--- src/rtl/blit_pkg.sv ---
// Shared types for the block transfer engine.
// Assumes: nothing beyond the 1800-2017 language.
package blit_pkg;

    // Sequencer states; one pixel passes SRC_RD (copy only), DST_RD, XFER.
    typedef enum logic [2:0] {
        ST_IDLE   = 3'd0,
        ST_SRC_RD = 3'd1,
        ST_DST_RD = 3'd2,
        ST_XFER   = 3'd3,
        ST_DONE   = 3'd4
    } blit_state_t;

endpackage

--- src/rtl/blit_rop.sv ---
// Bit-wise two-operand logic function selected by a 4-bit code.
// The code acts as a truth table: bit {~s,~d} of the code is the result.
// Assumes: purely combinational, no state.
module blit_rop #(
    parameter int PW = 8
) (
    input  logic [3:0]    code,
    input  logic [PW-1:0] s,
    input  logic [PW-1:0] d,
    output logic [PW-1:0] r
);

    // One truth-table lookup per pixel bit.
    for (genvar i = 0; i < PW; i++) begin : g_bit
        assign r[i] = code[{~s[i], ~d[i]}];
    end

endmodule

--- src/rtl/blit_pixel_merge.sv ---
// Forms the write value for one pixel: logic function, then write mask,
// and flags a transparency match that must suppress the write.
// Assumes: d is the destination value read in the same cycle.
module blit_pixel_merge #(
    parameter int PW = 8
) (
    input  logic [3:0]    code,
    input  logic [PW-1:0] s,
    input  logic [PW-1:0] d,
    input  logic [PW-1:0] plane_mask,
    input  logic          trn_en,
    input  logic [PW-1:0] trn_color,
    input  logic [PW-1:0] trn_mask,
    output logic [PW-1:0] wdata,
    output logic          suppress
);

    logic [PW-1:0] f_out;

    blit_rop #(.PW(PW)) u_rop (
        .code (code),
        .s    (s),
        .d    (d),
        .r    (f_out)
    );

    // Keep unmasked destination bits, take the function result elsewhere.
    always_comb wdata = (f_out & plane_mask) | (d & ~plane_mask);

    // Key compare on the masked destination value.
    always_comb suppress = trn_en && ((d & trn_mask) == (trn_color & trn_mask));

endmodule

--- src/rtl/blit_walker.sv ---
// Address walker: holds current source and destination addresses and the
// x/y position, steps one pixel per step pulse, forward or reverse.
// Assumes: load is only given with nonzero width and height; step only
// after load and never past the last pixel.
module blit_walker #(
    parameter int AW = 16,
    parameter int DW = 10
) (
    input  logic          clk,
    input  logic          rst_n,
    input  logic          load,
    input  logic          step,
    input  logic          dir,
    input  logic [AW-1:0] src_base,
    input  logic [AW-1:0] dst_base,
    input  logic [DW-1:0] width,
    input  logic [DW-1:0] height,
    input  logic [AW-1:0] pitch,
    output logic [AW-1:0] src_cur,
    output logic [AW-1:0] dst_cur,
    output logic [AW-1:0] dst_next,
    output logic          last
);

    localparam logic [DW-1:0] ONE_D = DW'(1);
    localparam logic [AW-1:0] ONE_A = AW'(1);

    logic [AW-1:0] src_row, dst_row, pitch_l;
    logic [DW-1:0] x_cnt, y_cnt, w_l, h_l;
    logic          dir_l;
    logic          row_end;
    logic [AW-1:0] src_row_nx, dst_row_nx, src_pix_nx;

    // Next addresses in the latched walk direction.
    always_comb begin
        row_end    = (x_cnt == w_l - ONE_D);
        src_row_nx = dir_l ? src_row - pitch_l : src_row + pitch_l;
        dst_row_nx = dir_l ? dst_row - pitch_l : dst_row + pitch_l;
        src_pix_nx = dir_l ? src_cur - ONE_A   : src_cur + ONE_A;
        dst_next   = dir_l ? dst_cur - ONE_A   : dst_cur + ONE_A;
        last       = row_end && (y_cnt == h_l - ONE_D);
    end

    // Position and address registers.
    always_ff @(posedge clk) begin
        if (!rst_n) begin
            src_row <= '0;
            dst_row <= '0;
            src_cur <= '0;
            dst_cur <= '0;
            pitch_l <= '0;
            x_cnt   <= '0;
            y_cnt   <= '0;
            w_l     <= '0;
            h_l     <= '0;
            dir_l   <= 1'b0;
        end else if (load) begin
            src_row <= src_base;
            dst_row <= dst_base;
            src_cur <= src_base;
            dst_cur <= dst_base;
            pitch_l <= pitch;
            x_cnt   <= '0;
            y_cnt   <= '0;
            w_l     <= width;
            h_l     <= height;
            dir_l   <= dir;
        end else if (step) begin
            if (row_end) begin
                x_cnt   <= '0;
                y_cnt   <= y_cnt + ONE_D;
                src_row <= src_row_nx;
                dst_row <= dst_row_nx;
                src_cur <= src_row_nx;
                dst_cur <= dst_row_nx;
            end else begin
                x_cnt   <= x_cnt + ONE_D;
                src_cur <= src_pix_nx;
                dst_cur <= dst_next;
            end
        end
    end

    // a step never happens beyond the latched rectangle.
    p_step_in_rect_r2: assert property (@(posedge clk) disable iff (!rst_n)
        step |-> (x_cnt < w_l) && (y_cnt < h_l));

endmodule

--- src/rtl/blit_engine.sv ---
// Rectangular pixel transfer engine: copy or fill with a logic function,
// write mask and transparency skip, over a one-cycle-latency memory port.
// Assumes: mem_rdata is valid the cycle after mem_rd; writes complete in
// the cycle mem_wr is high.
module blit_engine #(
    parameter int AW = 16,
    parameter int PW = 8,
    parameter int DW = 10
) (
    input  logic          clk,
    input  logic          rst_n,
    input  logic          start,
    input  logic          dir,
    input  logic          fill,
    input  logic [3:0]    rop,
    input  logic [AW-1:0] src_addr,
    input  logic [AW-1:0] dst_addr,
    input  logic [DW-1:0] width,
    input  logic [DW-1:0] height,
    input  logic [AW-1:0] pitch,
    input  logic [PW-1:0] fg_color,
    input  logic [PW-1:0] trn_color,
    input  logic [PW-1:0] trn_mask,
    input  logic          trn_en,
    input  logic [PW-1:0] plane_mask,
    output logic [AW-1:0] mem_addr,
    output logic          mem_rd,
    output logic          mem_wr,
    output logic [PW-1:0] mem_wdata,
    input  logic [PW-1:0] mem_rdata,
    output logic          busy,
    output logic          done,
    output logic [AW-1:0] end_addr
);

    import blit_pkg::*;

    blit_state_t   state, state_nx;
    logic          accept, empty_rect;
    logic          fill_l, trn_en_l;
    logic [3:0]    rop_l;
    logic [PW-1:0] src_q, pm_l, tc_l, tm_l;
    logic [AW-1:0] src_cur, dst_cur, dst_next;
    logic          last, suppress;
    logic [PW-1:0] wval;

    // Start decode: only an idle engine takes a start.
    always_comb begin
        accept     = start && (state == ST_IDLE);
        empty_rect = (width == '0) || (height == '0);
    end

    // Sequencer next-state.
    always_comb begin
        state_nx = state;
        unique case (state)
            ST_IDLE:   if (accept) state_nx = empty_rect ? ST_DONE
                                              : (fill ? ST_DST_RD : ST_SRC_RD);
            ST_SRC_RD: state_nx = ST_DST_RD;
            ST_DST_RD: state_nx = ST_XFER;
            ST_XFER:   state_nx = last ? ST_DONE
                                  : (fill_l ? ST_DST_RD : ST_SRC_RD);
            ST_DONE:   state_nx = ST_IDLE;
            default:   state_nx = ST_IDLE;
        endcase
    end

    // Sequencer state register.
    always_ff @(posedge clk) begin
        if (!rst_n) state <= ST_IDLE;
        else        state <= state_nx;
    end

    // Operation settings captured at the accepted start.
    always_ff @(posedge clk) begin
        if (!rst_n) begin
            fill_l   <= 1'b0;
            trn_en_l <= 1'b0;
            rop_l    <= '0;
            pm_l     <= '0;
            tc_l     <= '0;
            tm_l     <= '0;
        end else if (accept) begin
            fill_l   <= fill;
            trn_en_l <= trn_en;
            rop_l    <= rop;
            pm_l     <= plane_mask;
            tc_l     <= trn_color;
            tm_l     <= trn_mask;
        end
    end

    // Source operand: fill colour at start, else the returned source read.
    always_ff @(posedge clk) begin
        if (!rst_n)                                src_q <= '0;
        else if (accept)                           src_q <= fg_color;
        else if (state == ST_DST_RD && !fill_l)    src_q <= mem_rdata;
    end

    // Completion address: beyond the last pixel, or the base if empty.
    always_ff @(posedge clk) begin
        if (!rst_n)                         end_addr <= '0;
        else if (accept && empty_rect)      end_addr <= dst_addr;
        else if (state == ST_XFER && last)  end_addr <= dst_next;
    end

    blit_walker #(.AW(AW), .DW(DW)) u_walk (
        .clk      (clk),
        .rst_n    (rst_n),
        .load     (accept && !empty_rect),
        .step     (state == ST_XFER),
        .dir      (dir),
        .src_base (src_addr),
        .dst_base (dst_addr),
        .width    (width),
        .height   (height),
        .pitch    (pitch),
        .src_cur  (src_cur),
        .dst_cur  (dst_cur),
        .dst_next (dst_next),
        .last     (last)
    );

    blit_pixel_merge #(.PW(PW)) u_merge (
        .code       (rop_l),
        .s          (src_q),
        .d          (mem_rdata),
        .plane_mask (pm_l),
        .trn_en     (trn_en_l),
        .trn_color  (tc_l),
        .trn_mask   (tm_l),
        .wdata      (wval),
        .suppress   (suppress)
    );

    // Memory port and status outputs.
    always_comb begin
        mem_rd    = (state == ST_SRC_RD) || (state == ST_DST_RD);
        mem_wr    = (state == ST_XFER) && !suppress;
        mem_addr  = (state == ST_SRC_RD) ? src_cur : dst_cur;
        mem_wdata = wval;
        busy      = (state == ST_SRC_RD) || (state == ST_DST_RD) || (state == ST_XFER);
        done      = (state == ST_DONE);
    end

    // the port never reads and writes together.
    p_rd_wr_excl_r12: assert property (@(posedge clk) disable iff (!rst_n)
        !(mem_rd && mem_wr));

    // completion is a single-cycle pulse.
    p_done_pulse_r9: assert property (@(posedge clk) disable iff (!rst_n)
        done |=> !done);

    // busy only ever drops into a done pulse.
    p_busy_fall_done_r9: assert property (@(posedge clk) disable iff (!rst_n)
        $fell(busy) |-> done);

    // no write outside an operation.
    p_wr_in_busy_r8: assert property (@(posedge clk) disable iff (!rst_n)
        mem_wr |-> busy);

    // a fill never enters the source-read state.
    p_fill_no_src_r5: assert property (@(posedge clk) disable iff (!rst_n)
        (busy && fill_l) |-> (state != ST_SRC_RD));

    // a start while busy leaves the operation running.
    p_start_ignored_r11: assert property (@(posedge clk) disable iff (!rst_n)
        (busy && start && !last) |=> busy);

endmodule

--- config.mk ---
export PLATFORM = sky130hd
export DESIGN_NAME = blit_engine
export DESIGN_NICKNAME = d
export VERILOG_FILES = /design/src/rtl/blit_pkg.sv /design/src/rtl/blit_rop.sv /design/src/rtl/blit_pixel_merge.sv /design/src/rtl/blit_walker.sv /design/src/rtl/blit_engine.sv
export SDC_FILE = /design/constraint.sdc
export NUM_CORES = 1
export LEC_CHECK = 0
export ABC_AREA = 1
export ABC_CLOCK_PERIOD_IN_PS = 7400
export BUFFER_PORTS_ARGS = -buffer_cell sky130_fd_sc_hd__buf_2
export CORE_MARGIN = 5
export CORE_UTILIZATION = 37
export CTS_CLUSTER_SIZE = 16
export DETAILED_ROUTE_END_ITERATION = 7
export PLACE_DENSITY = 0.56
export SLEW_MARGIN = 25
export SYNTH_ARGS = -nofsm -noshare
export SYNTH_HDL_FRONTEND = slang
export SYNTH_SLANG_ARGS = --single-unit
--- constraint.sdc ---
create_clock -name clk -period 7.4 [get_ports clk]
set_input_delay 0.74 -clock clk [delete_from_list [all_inputs] [get_ports clk]]
set_output_delay 0.74 -clock clk [all_outputs]
set_load 0.1 [all_outputs]
==> results of run 1 <==
-- power groups by stage --
stage / clock network (mW) / registers, mW / logic [mW]
after floorplan: 0 / 1.13 / 1.09
after global placement: 0 / 1.15 / 1.42
after detailed placement: 0 / 1.15 / 1.43
after CTS: 0.920 / 1.13 / 1.44
after global routing: 0.962 / 1.14 / 1.61
final: 0.905 / 1.13 / 1.44
-- worst min path at each step --
stage	from	endpoint	slack, ns	cells past startpoint
after global placement	tm_l[0]	tm_l[0]	0.44	2
after floorplan	u_walk.dst_row[13]	u_walk.dst_row[13]	0.43	2
after detailed placement	tm_l[4]	tm_l[4]	0.45	2
after global routing	u_walk.dst_row[12]	u_walk.dst_row[12]	0.48	2
after CTS	tm_l[4]	tm_l[4]	0.46	2
final	tm_l[4]	tm_l[4]	0.46	2
-- worst max-delay path, delay by kind of cell --
family / cells / cell delay (ns)
simple gates: 6 / 1.50
compound gates: 2 / 0.28
buf+inv: 5 / 1.83
-- synth_stat cells, drive strengths merged, types with 3 or more instances --
master  number
a211oi       3
a21boi       5
a21o         6
a21oi      203
a31oi       16
buf         19
clkbuf      53
dfxtp      178
fa           4
ha          51
inv        222
mux2         4
nand2      471
nand3      147
nand3b       5
nand4       25
nor2       144
nor3        15
nor3b        7
nor4         7
o211ai      13
o21ai      193
o22ai        5
o31ai        4
o41ai        5
or2          9
xnor2       24
xor2        52
-- metrics by stage --
step / util [%] / hold WS [ns] / instance area [sq um] / std cells / worst slack [ns]
global placement: 41.1 / 0.444 / 13400 / 2443 / 2.93
finish: 42.8 / 0.460 / 14000 / 2475 / 3.34
floorplan: - / 0.430 / 12300 / 1900 / 2.78
CTS: 42.8 / 0.461 / 14000 / 2475 / 3.31
global route: 42.8 / 0.478 / 14000 / 2475 / 2.95
detailed placement: 41.1 / 0.450 / 13400 / 2443 / 2.82
-- kinds of logic after synthesis --
logic type / count (synthesis)
adders and majority gates: 55
AOI/OAI and AO/OA: 462
and+or+nand+nor: 831
DFF: 178
xor gates and xnor gates: 76
muxes: 4
buffers and inverters: 294
-- per-layer routing --
| layer | share of wire [%] | GRT usage [%] |
|---|---|---|
| met4 | 2.7 | 6.39 |
| met2 | 46 | 37.0 |
| met5 | 0.017 | 0 |
| met3 | 5.3 | 3.34 |
| met1 | 46 | 29.7 |
-- layout make-up --
type / count / share of cell area, %
Clock buffer: 18 / 3.14
Tap cell: 442 / 3.96
Sequential cell: 178 / 25.5
Clock inverter: 14 / 0.931
Inverter: 222 / 5.96
Multi-Input combinational cell: 1428 / 54.1
Timing Repair Buffer: 173 / 6.41
-- sequential cells by signal (all words and copies together) (netlist names), 4 cells and up --
signal and cells:
u_walk.w_l 10, u_walk.y_cnt 10, u_walk.dst_row 16, pm_l 8, src_q 8, u_walk.x_cnt 10, u_walk.dst_cur 16, end_addr 16
u_walk.src_cur 16, u_walk.src_row 16, rop_l 4, u_walk.h_l 10, tc_l 8, u_walk.pitch_l 16, tm_l 8
==> flow_summary.ini, run 1 <==
[status]
outcome = finished, final reports clean

[timing]
min_period_ns = 4.06
setup_viol = 0
fmax_mhz = 246
rsz0062_at_grt = no
slew_headroom_pct = 36.5
hold_viol = 0
fin_skew_ns = 0.00895
slew_viol_final = 0
tightest_slew_ns = 0.949
fin_crit_sh_pct = 54.9
tns_ns = 0

[drt]
routed_via_density = 5.19
wl_per_cell_um = 16.8
vias = 12849
wl_um = 41500
ant_nets = 0
drc = 0
first_pass_iters = 6
drt_iter0_drc = 894

[layout]
diodes = 0
num-nets-final = 2193
multi_input_area_sq_um = 7560
mostFrequentLayoutCells = nand2_1, inv_1, a21oi_1
fillers = 3500
regArea_sq_um = 3560
layout_commonest_cell = nand2_1
area_delta_synth_final_pct = 14.0
drive_gt1_share_pct = 13.1

[power_and_ir_drop]
power_frac_clock_pct = 26.0
p_sw_share_pct = 44.4
power_frac_comb_pct = 41.4
p_leak_nw = 6.52
p_total_mw = 3.48
p_seq_share_pct = 32.5
p_per_area_nw_per_um2 = 249
power.switching_mw = 1.54
peakVddDrop_mv = 0.174
power.internal_mw = 1.93

[setup_path]
crit_path_end_kind = flip-flop
timing.reg2reg.setup_slack_ns = 3.51
setup.worst_path.class = in -> reg
reg2regPathDepth = 14
crit_fanout = 69
timing.rr.start = state[1]
cp_cell_sequence = buf_2 > nor4_1 > nand3_1 > nand2_1 > nor2_4 > buf_4 > inv_2 > buf_4 > nand2_1 > nand2_2 > inv_2 > o21ai_0 > a21oi_1
worstPathArrival_ns = 4.40
crit_start = width[1]
cp_slowest_cell = buf_4
slowest_delay_ns = 0.64
crit_end = u_walk.src_row[1]
cp-start-kind = input port
rr_endpoint = u_walk.src_row[1]
required_ns = 7.74

[synthesis]
ys_ff_latch = 178
synthFlopType = dfxtp_1
yosys_warnings = 0
synth.distinct_cells = 53
yosys.area.top_type = dfxtp_1
async_flop_share_pct = 0
synthMuxAreaShare_pct = 0.367
syn_nets = 2073
synth_top_family_by_area = simple AND/OR/NAND/NOR gates
synth-compound-area-share_pct = 20.5
synth-seq-area-share_pct = 29.1
syn_avg_cell_area_sq_um = 6.45
synth_simple_gate_area_share_pct = 29.5
synthCells = 1900
synth_fa_ha_area_share_pct = 5.86
synth_edf_count = 0
synthXorXnorAreaFrac_pct = 5.43
syn-cell-area_sq_um = 12300
synth_top_area_share_pct = 29.1
synth.area.top_cells = dfxtp_1, nand2_1, a21oi_1

[die]
rows = 66
fp.dieW_um = 192
start_util_pct = 37.6
dieHeight_um = 192
dieArea_sq_um = 36900
core_sq_um = 32600
ios = 162

[clock_network]
ctsHoldBuffers = 0
clkSinkCount = 178
cts_buffers = 17
clk_pin_slew_worst_paths_ns = 0.07
ctsResizeCount = 0
htreeDepth = 4
clockBufferDepth = 2
cts_tree = done
worstSkewPairLatency_ns = 0.45
post_cts_buffers = 0
clock-root-buffer = clkbuf_16

[placement]
numPortBuffers = 161
place.gp.congestion = 0.901
dp_hpwl_um = 31600

[global_routing]
grt_first_pass_wirelength_um = 65200
track_usage_pct = 22.1
grt_pass1_vias = 12411
grt_max_degree = 70
antenna_found_initial = 1
grt_overflow = 0

[hold_path]
min_path_type = reg -> reg

[flow_run]
cap_violations = 0
Note: power is estimated with default switching activity, not from simulation.
==> inputs of run 2 (changes only) <==
--- a/config.mk
+++ b/config.mk
@@ -5,14 +5,14 @@
 export SDC_FILE = /design/constraint.sdc
 export NUM_CORES = 1
 export LEC_CHECK = 0
-export ABC_AREA = 1
-export ABC_CLOCK_PERIOD_IN_PS = 7400
+export ABC_AREA = 0
+export ABC_CLOCK_PERIOD_IN_PS = 3400
 export BUFFER_PORTS_ARGS = -buffer_cell sky130_fd_sc_hd__buf_2
 export CORE_MARGIN = 5
 export CORE_UTILIZATION = 37
 export CTS_CLUSTER_SIZE = 16
 export DETAILED_ROUTE_END_ITERATION = 7
-export PLACE_DENSITY = 0.56
+export PLACE_DENSITY = 0.59
 export SLEW_MARGIN = 25
 export SYNTH_ARGS = -nofsm -noshare
 export SYNTH_HDL_FRONTEND = slang
==> constraint.sdc (replaced) <==
create_clock -name clk -period 3.4 [get_ports clk]
set_input_delay 0.34 -clock clk [delete_from_list [all_inputs] [get_ports clk]]
set_output_delay 0.34 -clock clk [all_outputs]
set_load 0.1 [all_outputs]
==> flow_summary.ini, run 2 <==
[drt]
drt_iter0_drc = 637
drc = 0
vias = 11405
wl_per_cell_um = 17.7
routed_via_density = 5.52
wl_um = 36700
first_pass_iters = 5
ant_nets = 0

[setup_path]
cp-start-kind = flip-flop
rr_endpoint = u_walk.src_cur[13]
timing.reg2reg.setup_slack_ns = 0.06
required_ns = 3.74
reg2regPathDepth = 15
crit_path_end_kind = flip-flop
timing.rr.start = u_walk.pitch_l[0]
worstPathArrival_ns = 3.68
crit_fanout = 4
setup.worst_path.class = reg -> reg

[status]
outcome = finished, final reports clean

[clock_network]
cts_tree = done
cts_buffers = 17
htreeDepth = 4
worstSkewPairLatency_ns = 0.44
clkSinkCount = 178
clock-root-buffer = clkbuf_16
clk_pin_slew_worst_paths_ns = 0.08
clockBufferDepth = 2

[synthesis]
synth_edf_count = 0
synth_common_cells = nand2_1, dfxtp_1, a21oi_1
yosys_warnings = 0
async_flop_share_pct = 0
yosys.area.top_type = dfxtp_1
syn-cell-area_sq_um = 11500
synth.distinct_cells = 88
ys_ff_latch = 178
syn_avg_cell_area_sq_um = 7.74
synthCells = 1484
synthFlopType = dfxtp_1
synth_top_area_share_pct = 31.0
synth.area.top_cells = dfxtp_1, nand2_1, a21oi_1
synth-seq-area-share_pct = 31.0
syn_nets = 1657
synth.most_common_cell = nand2_1

[die]
dieArea_sq_um = 34700
dieHeight_um = 186
ios = 162
fp.dieW_um = 186
core_sq_um = 30600
start_util_pct = 37.6
rows = 64

[power_and_ir_drop]
p_per_area_nw_per_um2 = 520
peakVddDrop_mv = 0.373
p_leak_nw = 5.75
p_total_mw = 7.38

[timing]
min_period_ns = 3.34
hold_viol = 0
slew_headroom_pct = 43.8
fmax_mhz = 299
slew_viol_final = 0
tightest_slew_ns = 0.839
setup_viol = 0
fin_skew_ns = 0.0102
fin_crit_sh_pct = 98.3
rsz0062_at_grt = yes
setup_slack_ns = 0.0587

[placement]
place.gp.congestion = 0.893
dp_hpwl_um = 27500
pre_cts_ws_ns = -0.143
numPortBuffers = 161

[layout]
fillers = 3067
num-nets-final = 1829
drive_gt1_share_pct = 23.7
layout_commonest_cell = nand2_1
mostFrequentLayoutCells = nand2_1, dfxtp_1, buf_2
area_delta_synth_final_pct = 23.5

[global_routing]
grt_overflow = 0
grt_pass1_vias = 10964
track_usage_pct = 20.6
grt_first_pass_wirelength_um = 57600
antenna_found_initial = 1
grt_max_degree = 53

[hold_path]
hold_end = u_walk.pitch_l[5]
holdPathStages = 3
min_path_type = in -> reg
worstHoldStart = pitch[5]

[flow_run]
cap_violations = 0
==> run 2: final cells by class <==
| class | instances | area, sq um | share of cell area [%] |
|---|---|---|---|
| diodes | 1 | 2.50 | 0.0176 |
| clock buffers | 17 | 425 | 3.00 |
| clock inverters | 15 | 191 | 1.35 |
| inverters | 35 | 134 | 0.944 |
| multi-input cells | 1187 | 7940 | 56.0 |
| flip-flops and latches | 178 | 3570 | 25.2 |
| well taps | 396 | 495 | 3.49 |
| repair buffers | 237 | 1430 | 10.1 |
==> run 2: report_power, final <==
group          switching [mW]  internal (mW)  total, mW  leakage [nW]
combinational            1.72           1.17       2.89          4.00
clock                   0.976           1.12       2.10         0.288
sequential              0.172           2.23       2.40          1.46
total                    2.86           4.52       7.38          5.75
==> run 2: what timing repair did <==
item / CTS / global route
buffers inserted: 1 / 7
hold buffers: 0 / 0
setup endpoints to repair: 9 / 29
gates cloned: 0 / 0
gates resized for setup: 13 / 56
pin swaps: 14 / 27
==> run 2: worst max path at each step <==
stage                 startpoint            endpoint  slack (ns)  cells past startpoint
2_1_floorplan           state[2]         mem_addr[0]       -0.19                      5
3_3_place_gp   u_walk.pitch_l[0]  u_walk.src_cur[13]       -0.02                     15
3_5_place_dp   u_walk.pitch_l[0]  u_walk.src_cur[13]       -0.14                     15
4_1_cts        u_walk.pitch_l[1]  u_walk.src_cur[13]      0.0007                     15
5_1_grt        u_walk.pitch_l[1]  u_walk.dst_cur[10]       -0.08                     15
6_report       u_walk.pitch_l[0]  u_walk.src_cur[13]        0.06                     15
==> run 2: logic make-up after synthesis <==
group,count (synthesis),synth area share (%)
multiplexers,39,3.65
buffers and inverters,119,4.14
XOR/XNOR,127,9.68
AND/OR/NAND/NOR,546,21.1
AO/OA/AOI/OAI,416,23.8
flip-flops,178,31.0
adder cells (fa/ha/maj),59,6.61
==> run 2: layer usage <==
layer | global-route usage, % | share of wire, % | vias up
met4 | 7.20 | 2.9 | 2
met2 | 34.6 | 49 | 272
met1 | 26.8 | 44 | 5419
met5 | 0 | 0.035 | -
met3 | 3.44 | 4.1 | 62
li1 | - | - | 5650
==> run 2: per-stage QoR <==
stage          TNS (ns)  instance area (sq um)  utilization [%]  hold slack [ns]  cells
3_5_place_dp     -0.550                  13100             42.9            0.445   2025
3_3_place_gp    -0.0251                  13100             42.9            0.443   2025
4_1_cts               0                  13800             45.1            0.107   2058
2_1_floorplan    -0.415                  11600                -            0.436   1484
6_report              0                  14200             46.4            0.126   2066
5_1_grt          -0.388                  14200             46.4            0.123   2065
==> run 2: worst max-delay path, stage by stage (launching register included) <==
cell and delay (ns):
dfxtp_2 0.32, inv_1 0.06, ha_4 0.24, mux2i_4 0.22, ha_1 0.28, nor2b_4 0.14
o31ai_4 0.22, a21oi_2 0.11, a21oi_2 0.19, o221ai_4 0.17, a31oi_1 0.19, o221ai_1 0.14
a221oi_2 0.39, xor2_1 0.27, o22ai_1 0.12, o21a_1 0.19
==> inputs of run 3 (changes only) <==
--- a/config.mk
+++ b/config.mk
@@ -8,8 +8,9 @@
 export ABC_AREA = 0
 export ABC_CLOCK_PERIOD_IN_PS = 3400
 export BUFFER_PORTS_ARGS = -buffer_cell sky130_fd_sc_hd__buf_2
-export CORE_MARGIN = 5
+export CORE_MARGIN = 2
 export CORE_UTILIZATION = 37
+export CTS_BUF_LIST = sky130_fd_sc_hd__clkbuf_8 sky130_fd_sc_hd__clkbuf_16
 export CTS_CLUSTER_SIZE = 16
 export DETAILED_ROUTE_END_ITERATION = 7
 export PLACE_DENSITY = 0.59
==> flow_summary.ini, run 3 (synthesized netlist as in run 2, its figures left out) <==
[drt]
topRoutingLayerUsed = met4
drt_iter0_drc = 677
routed_via_density = 5.45
wl_um = 35800
met3WireLength_um = 1460
ant_nets = 0
wl_met1_um = 15800
wl_met2_um = 17500
first_pass_iters = 5
vias = 11304
drc = 0
wl_per_cell_um = 17.3

[timing]
fin_skew_ns = 0.0177
min_period_ns = 3.38
rsz0062_at_grt = yes
fin_crit_sh_pct = 99.4
slew_viol_final = 0
hold_viol = 0
slew_headroom_pct = 34.6
setup_viol = 0
tightest_slew_ns = 0.979
tns_ns = 0
fmax_mhz = 296

[hold_path]
holdPathStages = 3
min_path_type = in -> reg
worstHoldStart = plane_mask[0]
hold_end = pm_l[0]

[setup_path]
worstPathArrival_ns = 3.72
crit_path_end_kind = flip-flop
cp-start-kind = flip-flop
timing.rr.start = u_walk.pitch_l[0]
required_ns = 3.74
crit_fanout = 5
setup.worst_path.class = reg -> reg
timing.reg2reg.setup_slack_ns = 0.02
reg2regPathDepth = 15
rr_endpoint = u_walk.src_cur[14]

[layout]
num-nets-final = 1836
final_core_util_pct = 46.3
layout_commonest_cell = nand2_1
mostFrequentLayoutCells = nand2_1, dfxtp_1, buf_2
regArea_sq_um = 3570
area_delta_synth_final_pct = 23.3
drive_gt1_share_pct = 24.2
fillers = 3133
multi_input_area_sq_um = 7930

[power_and_ir_drop]
p_total_mw = 7.26
p_per_area_nw_per_um2 = 513
p_leak_nw = 5.76
peakVddDrop_mv = 0.377

[global_routing]
grt_max_degree = 72
track_usage_pct = 21.7
grt_first_pass_wirelength_um = 57300
antenna_found_initial = 2
grt_pass1_vias = 11027
grt_overflow = 0

[clock_network]
clockBufferDepth = 2
clock-root-buffer = clkbuf_16
worstSkewPairLatency_ns = 0.46
cts_buffers = 17
clk_pin_slew_worst_paths_ns = 0.08
ctsHoldBuffers = 0
htreeDepth = 4
cts_tree = done
clkSinkCount = 178

[status]
outcome = finished, final reports clean

[die]
start_util_pct = 37.6
dieArea_sq_um = 32500
core_sq_um = 30600
ios = 162
dieHeight_um = 180
fp.dieW_um = 180
rows = 64

[placement]
numPortBuffers = 161
dp_hpwl_um = 26600
place.gp.congestion = 0.897

[flow_run]
cap_violations = 0
==> run 3: worst max path at each step <==
stage / from / slack [ns] / endpoint / cells after the start
2_1_floorplan: state[2] / -0.19 / mem_addr[0] / 5
6_report: u_walk.pitch_l[0] / 0.02 / u_walk.src_cur[14] / 15
4_1_cts: u_walk.pitch_l[0] / -0.04 / u_walk.src_cur[13] / 15
3_3_place_gp: u_walk.pitch_l[0] / -0.06 / u_walk.src_cur[13] / 15
3_5_place_dp: u_walk.pitch_l[0] / -0.19 / u_walk.src_cur[13] / 15
5_1_grt: u_walk.pitch_l[0] / -0.16 / u_walk.src_cur[14] / 15
==> run 3: layout make-up <==
class / count / area share, %
antenna: 2 / 0.0353
clock buffer: 17 / 3.00
clock inverter: 15 / 1.02
inverter: 35 / 0.945
multi-input combinational: 1187 / 55.9
sequential: 178 / 25.2
tap: 396 / 3.50
timing repair buffer: 244 / 10.4
==> run 3: critical path, stage by stage, from the launching register on <==
cell,delay (ns)
dfxtp_2,0.33
buf_4,0.15
ha_1,0.23
inv_1,0.09
fa_2,0.41
a21o_1,0.18
a21oi_2,0.14
o21bai_1,0.08
maj3_2,0.33
a221oi_4,0.32
o31ai_4,0.14
a31o_1,0.26
or3_1,0.32
nand3_2,0.08
mux2_2,0.14
a31oi_1,0.07
==> run 3: power breakdown <==
group | internal (mW) | switching [mW]
Combinational | 1.20 | 1.70
Clock | 0.974 | 0.991
Sequential | 2.23 | 0.171
Total | 4.40 | 2.86
==> run 3: routing by layer <==
| layer | global-route usage [%] | vias up |
|---|---|---|
| met1 | 27.3 | 5318 |
| met5 | 0 | - |
| met3 | 3.21 | 63 |
| met4 | 8.16 | 0 |
| met2 | 37.3 | 246 |
| li1 | - | 5677 |
==> run 3: repair_timing <==
item / in CTS / in global routing
endpoints found under the setup margin: 11 / 31
pin swaps: 11 / 56
resized for setup: 14 / 57
buffers inserted: 0 / 15
==> run 3: metrics by stage <==
step / cells / hold slack, ns / cell area, sq um / setup slack, ns
finish: 2074 / 0.118 / 14200 / 0.0219
global route: 2073 / 0.114 / 14200 / -0.165
CTS: 2059 / 0.100 / 13800 / -0.0366
detailed placement: 2027 / 0.447 / 13100 / -0.193
global placement: 2027 / 0.443 / 13100 / -0.0553
floorplan: 1484 / 0.436 / 11600 / -0.195
